### config.mk
export PLATFORM = sky130hd
export DESIGN_NAME = mdma_channel
export DESIGN_NICKNAME = d
export VERILOG_FILES = /design/src/rtl/mdma_pkg.sv /design/src/rtl/mdma_rst_sync.sv /design/src/rtl/mdma_regs.sv /design/src/rtl/mdma_mover.sv /design/src/rtl/mdma_channel.sv
export SDC_FILE = /design/constraint.sdc
export NUM_CORES = 1
export LEC_CHECK = 0
export ABC_AREA = 0
export BUFFER_PORTS_ARGS = -buffer_cell sky130_fd_sc_hd__buf_2
export CAP_MARGIN = 5
export CORE_UTILIZATION = 57
export DETAILED_ROUTE_END_ITERATION = 10
export PLACE_DENSITY_LB_ADDON = 0.1
export SETUP_SLACK_MARGIN = 0.1
export SLEW_MARGIN = 20
export SYNTH_ARGS = -nofsm -noshare
export SYNTH_HDL_FRONTEND = slang
export SYNTH_SLANG_ARGS = --single-unit
### constraint.sdc
create_clock -name clk -period 12.3 [get_ports clk]
set_input_delay 1.23 -clock clk [delete_from_list [all_inputs] [get_ports clk]]
set_output_delay 1.23 -clock clk [all_outputs]
set_load 0.01 [all_outputs]
### src/rtl/mdma_pkg.sv
`timescale 1ns/1ps
package mdma_pkg;
  localparam logic [2:0] A_SRC = 3'd0;
  localparam logic [2:0] A_DST = 3'd1;
  localparam logic [2:0] A_CNT = 3'd2;
  localparam logic [2:0] A_CTL = 3'd3;
  localparam logic [2:0] A_GLB = 3'd4;
  localparam logic [2:0] A_CLR = 3'd5;

  localparam int C_EN    = 0;
  localparam int C_END   = 1;
  localparam int C_IE    = 2;
  localparam int C_SZLO  = 3;
  localparam int C_AUTO  = 10;
  localparam int C_DMODE = 12;
  localparam int C_SMODE = 14;
  localparam int C_SZHI  = 20;

  localparam int G_ME  = 0;
  localparam int G_NMI = 1;
  localparam int G_AE  = 2;

  typedef enum logic [1:0] {ST_IDLE, ST_RD, ST_WR} mv_state_e;

  // size index -> log2 bytes; out-of-range index falls back to entry 0
  function automatic logic [1:0] unit_lg(input logic [1:0] idx);
    case (idx)
      2'd1:    unit_lg = 2'd1;
      2'd2:    unit_lg = 2'd2;
      default: unit_lg = 2'd0;
    endcase
  endfunction
endpackage

### src/rtl/mdma_rst_sync.sv
`timescale 1ns/1ps
module mdma_rst_sync #(
  parameter int STAGES = 2
) (
  input  logic clk,
  input  logic rst_n,
  output logic rst_sync_n
);
  logic [STAGES-1:0] sh_q;
  always_ff @(posedge clk or negedge rst_n) begin
    if (!rst_n) sh_q <= '0;
    else        sh_q <= {sh_q[STAGES-2:0], 1'b1};
  end
  assign rst_sync_n = sh_q[STAGES-1];
endmodule

### src/rtl/mdma_regs.sv
`timescale 1ns/1ps
module mdma_regs
  import mdma_pkg::*;
#(
  parameter int AW = 32,
  parameter int CW = 24,
  parameter int DW = 32
) (
  input  logic          clk,
  input  logic          rst_n,
  input  logic          reg_wr,
  input  logic [2:0]    reg_addr,
  input  logic [DW-1:0] reg_wdata,
  output logic [DW-1:0] reg_rdata,
  input  logic          nmi_in,
  input  logic          upd,
  input  logic [AW-1:0] src_nxt,
  input  logic [AW-1:0] dst_nxt,
  input  logic [CW-1:0] cnt_nxt,
  input  logic          te_set,
  input  logic          ae_set,
  input  logic          mv_idle,
  output logic [AW-1:0] src_q,
  output logic [AW-1:0] dst_q,
  output logic [CW-1:0] cnt_q,
  output logic          en_q,
  output logic          te_q,
  output logic          ie_q,
  output logic          auto_q,
  output logic [1:0]    lg,
  output logic [1:0]    smode_q,
  output logic [1:0]    dmode_q,
  output logic          me_q,
  output logic          nmi_q,
  output logic          ae_q,
  output logic          clr_pulse
);
  logic [AW-1:0] src_d, dst_d;
  logic [CW-1:0] cnt_d;
  logic en_d, te_d, ie_d, auto_d, me_d, nmi_d, ae_d;
  logic [1:0] sz_q, sz_d, smode_d, dmode_d;
  logic w_src, w_dst, w_cnt, w_ctl, w_glb, open_win;
  logic unused_wbits;

  assign w_src     = reg_wr && (reg_addr == A_SRC);
  assign w_dst     = reg_wr && (reg_addr == A_DST);
  assign w_cnt     = reg_wr && (reg_addr == A_CNT);
  assign w_ctl     = reg_wr && (reg_addr == A_CTL);
  assign w_glb     = reg_wr && (reg_addr == A_GLB);
  assign clr_pulse = reg_wr && (reg_addr == A_CLR);
  assign open_win  = !(en_q && !te_q) && mv_idle;
  assign lg        = unit_lg(sz_q);
  assign unused_wbits = ^reg_wdata;

  always_comb begin
    src_d = src_q; dst_d = dst_q; cnt_d = cnt_q;
    en_d = en_q; te_d = te_q; ie_d = ie_q; auto_d = auto_q;
    sz_d = sz_q; smode_d = smode_q; dmode_d = dmode_q;
    me_d = me_q; nmi_d = nmi_q; ae_d = ae_q;
    if (upd) begin
      src_d = src_nxt; dst_d = dst_nxt; cnt_d = cnt_nxt;
    end else if (open_win) begin
      if (w_src) src_d = reg_wdata[AW-1:0];
      if (w_dst) dst_d = reg_wdata[AW-1:0];
      if (w_cnt) cnt_d = reg_wdata[CW-1:0];
    end
    if (w_ctl) begin
      en_d    = reg_wdata[C_EN];
      te_d    = reg_wdata[C_END];
      ie_d    = reg_wdata[C_IE];
      auto_d  = reg_wdata[C_AUTO];
      smode_d = reg_wdata[C_SMODE +: 2];
      dmode_d = reg_wdata[C_DMODE +: 2];
      if (open_win) sz_d = {reg_wdata[C_SZHI], reg_wdata[C_SZLO]};
    end
    if (te_set) te_d = 1'b1;
    if (w_glb) begin
      me_d  = reg_wdata[G_ME];
      nmi_d = nmi_q & reg_wdata[G_NMI];
      ae_d  = ae_q & reg_wdata[G_AE];
    end
    if (nmi_in) nmi_d = 1'b1;
    if (ae_set) ae_d = 1'b1;
  end

  always_ff @(posedge clk or negedge rst_n) begin
    if (!rst_n) begin
      src_q <= '0; dst_q <= '0; cnt_q <= '0;
      en_q <= 1'b0; te_q <= 1'b0; ie_q <= 1'b0; auto_q <= 1'b0;
      sz_q <= '0; smode_q <= '0; dmode_q <= '0;
      me_q <= 1'b0; nmi_q <= 1'b0; ae_q <= 1'b0;
    end else begin
      src_q <= src_d; dst_q <= dst_d; cnt_q <= cnt_d;
      en_q <= en_d; te_q <= te_d; ie_q <= ie_d; auto_q <= auto_d;
      sz_q <= sz_d; smode_q <= smode_d; dmode_q <= dmode_d;
      me_q <= me_d; nmi_q <= nmi_d; ae_q <= ae_d;
    end
  end

  always_comb begin
    reg_rdata = '0;
    case (reg_addr)
      A_SRC: reg_rdata[AW-1:0] = src_q;
      A_DST: reg_rdata[AW-1:0] = dst_q;
      A_CNT: reg_rdata[CW-1:0] = cnt_q;
      A_CTL: begin
        reg_rdata[C_EN]        = en_q;
        reg_rdata[C_END]       = te_q;
        reg_rdata[C_IE]        = ie_q;
        reg_rdata[C_SZLO]      = sz_q[0];
        reg_rdata[C_SZHI]      = sz_q[1];
        reg_rdata[C_AUTO]      = auto_q;
        reg_rdata[C_SMODE +: 2] = smode_q;
        reg_rdata[C_DMODE +: 2] = dmode_q;
      end
      A_GLB: begin
        reg_rdata[G_ME]  = me_q;
        reg_rdata[G_NMI] = nmi_q;
        reg_rdata[G_AE]  = ae_q;
      end
      default: reg_rdata = '0;
    endcase
  end
endmodule

### src/rtl/mdma_mover.sv
`timescale 1ns/1ps
module mdma_mover
  import mdma_pkg::*;
#(
  parameter int AW = 32,
  parameter int CW = 24,
  parameter int DW = 32
) (
  input  logic          clk,
  input  logic          rst_n,
  input  logic          run,
  input  logic          clr,
  input  logic [AW-1:0] src_q,
  input  logic [AW-1:0] dst_q,
  input  logic [CW-1:0] cnt_q,
  input  logic [1:0]    lg,
  input  logic [1:0]    smode,
  input  logic [1:0]    dmode,
  input  logic          mem_ready,
  input  logic [DW-1:0] mem_rdata,
  output logic          mem_req,
  output logic          mem_we,
  output logic [AW-1:0] mem_addr,
  output logic [DW-1:0] mem_wdata,
  output logic          upd,
  output logic [AW-1:0] src_nxt,
  output logic [AW-1:0] dst_nxt,
  output logic [CW-1:0] cnt_nxt,
  output logic          te_set,
  output logic          ae_set,
  output logic          idle
);
  mv_state_e st_q, st_d;
  logic [DW-1:0] buf_q, buf_d, dmask;
  logic [AW-1:0] step;
  logic misalign;

  assign step     = AW'(1) << lg;
  assign misalign = |(src_q & (step - AW'(1))) || |(dst_q & (step - AW'(1)));
  assign cnt_nxt  = cnt_q - CW'(1);

  always_comb begin
    case (lg)
      2'd0:    dmask = DW'(8'hFF);
      2'd1:    dmask = DW'(16'hFFFF);
      default: dmask = '1;
    endcase
    case (smode)
      2'b01:   src_nxt = src_q + step;
      2'b10:   src_nxt = src_q - step;
      default: src_nxt = src_q;
    endcase
    case (dmode)
      2'b01:   dst_nxt = dst_q + step;
      2'b10:   dst_nxt = dst_q - step;
      default: dst_nxt = dst_q;
    endcase
  end

  always_comb begin
    st_d = st_q; buf_d = buf_q;
    upd = 1'b0; te_set = 1'b0; ae_set = 1'b0;
    case (st_q)
      ST_IDLE: if (run) begin
        if (cnt_q == '0)   te_set = 1'b1;
        else if (misalign) ae_set = 1'b1;
        else               st_d = ST_RD;
      end
      ST_RD: if (mem_ready) begin
        buf_d = mem_rdata & dmask;
        st_d  = ST_WR;
      end
      ST_WR: if (mem_ready) begin
        upd  = 1'b1;
        st_d = ST_IDLE;
        if (cnt_q == CW'(1)) te_set = 1'b1;
      end
      default: st_d = ST_IDLE;
    endcase
    if (clr) begin
      st_d = ST_IDLE; buf_d = '0; upd = 1'b0;
      if (st_q != ST_IDLE) te_set = 1'b0;
    end
  end

  always_ff @(posedge clk or negedge rst_n) begin
    if (!rst_n) begin
      st_q  <= ST_IDLE;
      buf_q <= '0;
    end else begin
      st_q  <= st_d;
      buf_q <= buf_d;
    end
  end

  assign idle      = (st_q == ST_IDLE);
  assign mem_req   = (st_q != ST_IDLE);
  assign mem_we    = (st_q == ST_WR);
  assign mem_addr  = (st_q == ST_WR) ? dst_q : src_q;
  assign mem_wdata = buf_q;
endmodule

### src/rtl/mdma_channel.sv
`timescale 1ns/1ps
module mdma_channel #(
  parameter int ADDR_W = 32,
  parameter int CNT_W  = 24,
  parameter int DATA_W = 32
) (
  input  logic              clk,
  input  logic              rst_n,
  input  logic              reg_wr,
  input  logic [2:0]        reg_addr,
  input  logic [DATA_W-1:0] reg_wdata,
  output logic [DATA_W-1:0] reg_rdata,
  input  logic              nmi_in,
  output logic              mem_req,
  output logic              mem_we,
  output logic [ADDR_W-1:0] mem_addr,
  output logic [1:0]        mem_size,
  output logic [DATA_W-1:0] mem_wdata,
  input  logic [DATA_W-1:0] mem_rdata,
  input  logic              mem_ready,
  output logic              irq
);
  logic rst_i_n;
  logic [ADDR_W-1:0] src_w, dst_w, src_nxt, dst_nxt;
  logic [CNT_W-1:0]  cnt_w, cnt_nxt;
  logic en_w, te_w, ie_w, auto_w, me_w, nmi_w, ae_w, clr_w;
  logic [1:0] lg_w, smode_w, dmode_w;
  logic upd_w, te_set_w, ae_set_w, idle_w, busy_w, run_w;

  mdma_rst_sync #(.STAGES(2)) u_rst (.clk(clk), .rst_n(rst_n), .rst_sync_n(rst_i_n));

  mdma_regs #(.AW(ADDR_W), .CW(CNT_W), .DW(DATA_W)) u_regs (
    .clk(clk), .rst_n(rst_i_n), .reg_wr(reg_wr), .reg_addr(reg_addr),
    .reg_wdata(reg_wdata), .reg_rdata(reg_rdata), .nmi_in(nmi_in),
    .upd(upd_w), .src_nxt(src_nxt), .dst_nxt(dst_nxt), .cnt_nxt(cnt_nxt),
    .te_set(te_set_w), .ae_set(ae_set_w), .mv_idle(idle_w),
    .src_q(src_w), .dst_q(dst_w), .cnt_q(cnt_w), .en_q(en_w), .te_q(te_w),
    .ie_q(ie_w), .auto_q(auto_w), .lg(lg_w), .smode_q(smode_w),
    .dmode_q(dmode_w), .me_q(me_w), .nmi_q(nmi_w), .ae_q(ae_w),
    .clr_pulse(clr_w)
  );

  assign busy_w = en_w && !te_w;
  assign run_w  = busy_w && auto_w && me_w && !nmi_w && !ae_w;

  mdma_mover #(.AW(ADDR_W), .CW(CNT_W), .DW(DATA_W)) u_mover (
    .clk(clk), .rst_n(rst_i_n), .run(run_w), .clr(clr_w),
    .src_q(src_w), .dst_q(dst_w), .cnt_q(cnt_w), .lg(lg_w),
    .smode(smode_w), .dmode(dmode_w), .mem_ready(mem_ready),
    .mem_rdata(mem_rdata), .mem_req(mem_req), .mem_we(mem_we),
    .mem_addr(mem_addr), .mem_wdata(mem_wdata), .upd(upd_w),
    .src_nxt(src_nxt), .dst_nxt(dst_nxt), .cnt_nxt(cnt_nxt),
    .te_set(te_set_w), .ae_set(ae_set_w), .idle(idle_w)
  );

  assign mem_size = lg_w;
  assign irq      = ie_w && te_w;
endmodule

# == Word-level counts from Yosys, hierarchy flattened ==
# Cells that the tools add are included.
# word_totals
word_cells,144
out_inout_bits,101
ff_bits,137
# op_classes
reduce_logical,40
addsub,6
eq_ne,22
n_mux,54
bitwise,5
shift,1
# ops
operator,n
$mux 32,10
$pmux 32 s2,3
$and 32x32->32,3
$mux 24,3
$add 32x32->32,2
$reduce_or 32->1,2
$sub 32x32->32,2
$shl 1x2->32 const A,1
$sub 32x1->32 const B,1
$eq 24x1->1 const B,1
$logic_not 24->1,1
$sub 24x1->24 const B,1
$reduce_bool 2->1,10
$mux 1,19
$ne 3x3->1 const B,6
$pmux 6 s3,1
$pmux 4 s4,1
$pmux 8 s2,1
$pmux 3 s5,1
$logic_and 1x1->1,13
$mux 2,6
$pmux 1 s4,3
$pmux 4 s3,1
$eq 2x1->1 const B,5
other kinds (18),31

# == Logic depth before layout (Yosys ltp) ==
# depth
depth_word,12
mapped_depth,16

# == Cells and area by module ==
# A second synthesis with hierarchy kept.
# hier_totals
hier_cells,1448
area_unflattened_um2,12389.4
# by_module_without_submodules
mod,seq_area_each_um2,cells_per_inst,n_inst,area_each_um2
mdma_mover,850.8,817,1,6188.4
mdma_regs,2527.4,625,1,6117.1
mdma_rst_sync,50.0,3,1,53.8
mdma_channel,0.0,3,1,30.0

# == Worst setup path after synthesis ==
# Ideal clock, no wire load.
# synth_path
path_type,input to output
start,in reg_addr[0]
end,out reg_rdata[0]
path_stages,5
path_slack_ns,8.389
path_buffers,3
t_required_ns,11.070
arrival_time_ns,2.681
path_cell_list,buf_1 -> clkbuf_1 -> buf_1 -> o21ai_0 -> o21a_1
# synth_via
elab_chain_len,2
word_cells_on_any_way,6
# synth_lines
item,line_no,rtl
start: declaration,mdma_channel.sv:10,"input logic [2:0] reg_addr,"
"$eq 3x3->1, or another cell as far along",mdma_regs.sv:102,case (reg_addr)
$pmux 3 s5 *,mdma_regs.sv:102,
end: declaration,mdma_channel.sv:12,"output logic [DATA_W-1:0] reg_rdata,"
# Mark *: on every way between the ends. The rest lies on a longest branch, timed or not.

# == Final worst setup path ==
# layout_path
start,reg u_regs.sz_q[0]
end,reg u_regs.dst_q[28]
# layout_via
elab_chain_len,6
word_cells_on_any_way,8
# layout_lines
item,line_no,rtl
start: declaration,mdma_regs.sv:41,"logic [1:0] sz_q, sz_d, smode_d, dmode_d;"
start signal: assignment,mdma_regs.sv:95,sz_q <= sz_d; smode_q <= smode_d; dmode_q <= dmode_d;
$eq 2x2->1 / $eq 2x1->1 (equally long branches),mdma_pkg.sv:27,case (idx)
$pmux 2 s2 *,mdma_pkg.sv:27,
$shl 1x2->32 *,mdma_mover.sv:38,assign step = AW'(1) << lg;
$sub 32x32->32 / $add 32x32->32 (equally long branches),"mdma_mover.sv:55, mdma_mover.sv:54",
$pmux 32 s2 *,mdma_mover.sv:53,case (dmode)
$mux 32 *,mdma_regs.sv:60,if (upd) begin
end signal: assignment,mdma_regs.sv:93,src_q <= src_d; dst_q <= dst_d; cnt_q <= cnt_d;
end: declaration,mdma_regs.sv:24,"output logic [AW-1:0] dst_q,"
# Marks and branches as above.
# A chain may end at the register's enable or synchronous reset.

==> reports/metrics.yaml <==
status: "completed"
cp_common_cell: "a21oi_1"
path_depth: 14
hold_path.class: "reg2reg"
die_w_um: 140.5
worst_hold_slack_ns: 0.3566
fmax_mhz: 228.5
r2r_slack_ns: 7.92
hpwlAfterDp_mm: 26.35
clock_latency_ns: 0.44
fillCellCount: 1640
grt_overflow: 0
nNetsFinal: 1606
worst_pin_slew_ns: 1.020
period_minus_slack_ns: 4.377
cts_resized: 0
cts-root-buf: "clkbuf_16"
rows: 50
cts_tree: "done"
drive_gt1_share_pct: 19.74
maxCapViolations: 0
clkTransAtPathRegs_ns: 0.06
path_cells: "inv_1 > ha_1 > o21ai_0 > ha_1 > a21oi_1 > a2bb2oi_1 > a21oi_1 > nor3_1 > o211ai_1 > a221o_1 > a21oi_1 > o21ai_1 > xnor2_1 > a221o_1"
arrival_ns: 4.70
post-cts-setup-buffers: 0
numCtsBuffers: 17
grt.total_usage_pct: 37.04
synth_enable_flop_cells: 0
p_per_area_nw_per_um2: 187.8
portBuffers: 172
whs_path_depth: 0
htree_levels: 4
clkSinkCount: 137
skew_ns: 0.01617
start_kind: "register"
met2_wirelength_mm: 15.78
maxUsedRoutingLayer: "met4"
yosysSeqAreaShare_pct: 31.35
setup_tns_ns: 0
synth_ff_type: "dfrtp_1"
setup_violations: 0
grt_start_max_net_pins: 73
gp_congestion: 0.9411
final_common_cell: "buf_2"
met1Wirelength_mm: 15.19
cp_max_fo: 10
grt_pass1_wl_mm: 56.08
first_iter_violations: 1136
core_um2: 18770
required_ns: 12.62
path_class: "reg2reg"
final_antenna_net_count: 0
fin_area_um2: 12500
peakVddDrop_v: 0.0001136
power.leakage_uw: 0.005924
antenna_found_initial: 0
syn_inst: 1330
ios: 173
viasPerCell: 6.526
post-route-drc-count: 0
wl_met3_mm: 3.860
initial_utilization_pct: 58.27
die-area_um2: 19740
hold_viol: 0
relSlewSlack_pct: 31.78
synth_top_area_share_pct: 31.35
async_flop_share_pct: 100.0
end_kind: "register"
drt-pass1-iter-count: 5
layout_common_cells: "172 x buf_2, 165 x nor2_1, 148 x a21oi_1"
wl_per_cell_um: 21.26
syn-cell-area_um2: 10940
wirelength_mm: 36.21
synth_area_leaders: "dfrtp_1 31%, ha_1 8.7%, a21oi_1 6.9%"
timing.final.crit_share_pct: 35.59
rr_worst_depth: 14
rsz0062_at_grt: "no"
critPathBufInv: 1
area_growth_pct: 14.28
dr_total_vias: 11110
synth_nets: 1480
postCtsHoldBufs: 0
syn_avg_cell_area_um2: 8.222
synth-seq-cells: 137
cpPeakStageDelay_ns: 0.45
grt_pass1_vias: 10290
finalMaxSlewViolations: 0
crit_slowest_cell: "ha_1"
diodes: 0
dieHeight_um: 140.5
place_area_um2: 11910
synth_top_area_cell: "dfrtp_1"
utilization_pct: 66.59
netlist-cell-type-count: 71
cp_top_family: "compound AO/OA/AOI/OAI gates"
clk_path_buf_depth: 2
synth_warnings: 0
worst paths after layout:
check                          startpoint                    end
max in group asynchronous   u_rst.sh_q[1]          u_regs.auto_q
hold / removal              u_rst.sh_q[0]          u_rst.sh_q[1]
setup / recovery           u_regs.sz_q[0]       u_regs.dst_q[28]
hold reg to reg             u_rst.sh_q[0]          u_rst.sh_q[1]
setup reg to reg           u_regs.sz_q[0]       u_regs.dst_q[28]
min in group asynchronous   u_rst.sh_q[1]  u_mover.mem_wdata[24]
per-layer routing:
metal,GRT usage (%),vias to the layer above
met5,0,-
met3,7.829,102
met4,15.79,0
li1,-,5112
met2,56.00,619
met1,51.41,5281
cell families after synthesis:
logic type	after synthesis	share of synthesized area, %
DFF	137	31.35
muxes	76	8.318
AOI/OAI and AO/OA	412	23.64
xor gates and xnor gates	53	4.245
buffers and inverters	112	3.867
and+or+nand+nor	461	19.49
other	1	0.03429
adders and majority gates	78	9.062
metrics by stage:
| stage | power, uW | cells | setup slack, ns |
|---|---|---|---|
| finish | 2347 | 1703 | 7.923 |
| global placement | 1787 | 1671 | 7.534 |
| detailed placement | 1803 | 1671 | 7.439 |
| floorplan | 1475 | 1330 | 8.200 |
| global route | 2486 | 1703 | 7.683 |
| CTS | 2320 | 1703 | 7.895 |
sequential cells by signal, summed over array words and instances, names as in the netlist:
signal	cells
u_regs.ie_q	1
u_regs.sz_q	2
u_regs.me_q	1
u_regs.src_q	32
u_regs.nmi_q	1
u_regs.auto_q	1
u_regs.cnt_q	24
u_regs.smode_q	2
u_mover.mem_wdata	32
u_regs.ae_q	1
u_regs.te_q	1
u_regs.dmode_q	2
u_mover.st_q	2
u_rst.sh_q	2
u_regs.en_q	1
u_regs.dst_q	32
worst reg2reg max path, stage by stage (launching register included):
cell	delay (ns)
dfrtp_1	0.41
inv_1	0.12
ha_1	0.45
o21ai_0	0.19
ha_1	0.36
a21oi_1	0.34
a2bb2oi_1	0.33
a21oi_1	0.20
nor3_1	0.44
o211ai_1	0.25
a221o_1	0.37
a21oi_1	0.24
o21ai_1	0.14
xnor2_1	0.15
a221o_1	0.28
area by class of cell:
type / instances / area [um2] / share of cell area, %
Timing Repair Buffer: 183 / 943.4 / 7.549
Clock inverter: 13 / 143.9 / 1.151
Sequential cell: 137 / 3432 / 27.46
Tap cell: 234 / 292.8 / 2.343
Clock buffer: 19 / 432.9 / 3.464
Inverter: 36 / 135.1 / 1.081
Multi-Input combinational cell: 1081 / 7117 / 56.95
synth_stat cells, types with 8 or more instances:
cell	count
nor4_1	13
a221oi_1	10
a22o_1	14
nor2_1	166
o211ai_1	11
and3_1	21
nand2_1	131
nor2b_1	17
mux2i_1	29
mux4_2	8
o31ai_1	11
mux2_2	39
a21o_1	34
ha_1	76
nor3_1	16
a31oi_1	22
clkbuf_1	67
nand3_1	33
xnor2_1	38
a21oi_1	150
o21a_1	12
nand4_1	13
o21ai_0	81
inv_1	36
dfrtp_1	137
xor2_1	15
and2_1	10
a211oi_1	9
power by group:
| part | switching [uW] | internal [uW] |
|---|---|---|
| registers | 172 | 539 |
| clock network | 211 | 300 |
| logic | 642 | 483 |
| total | 1030 | 1320 |
Power figures use the tool's default switching activity.
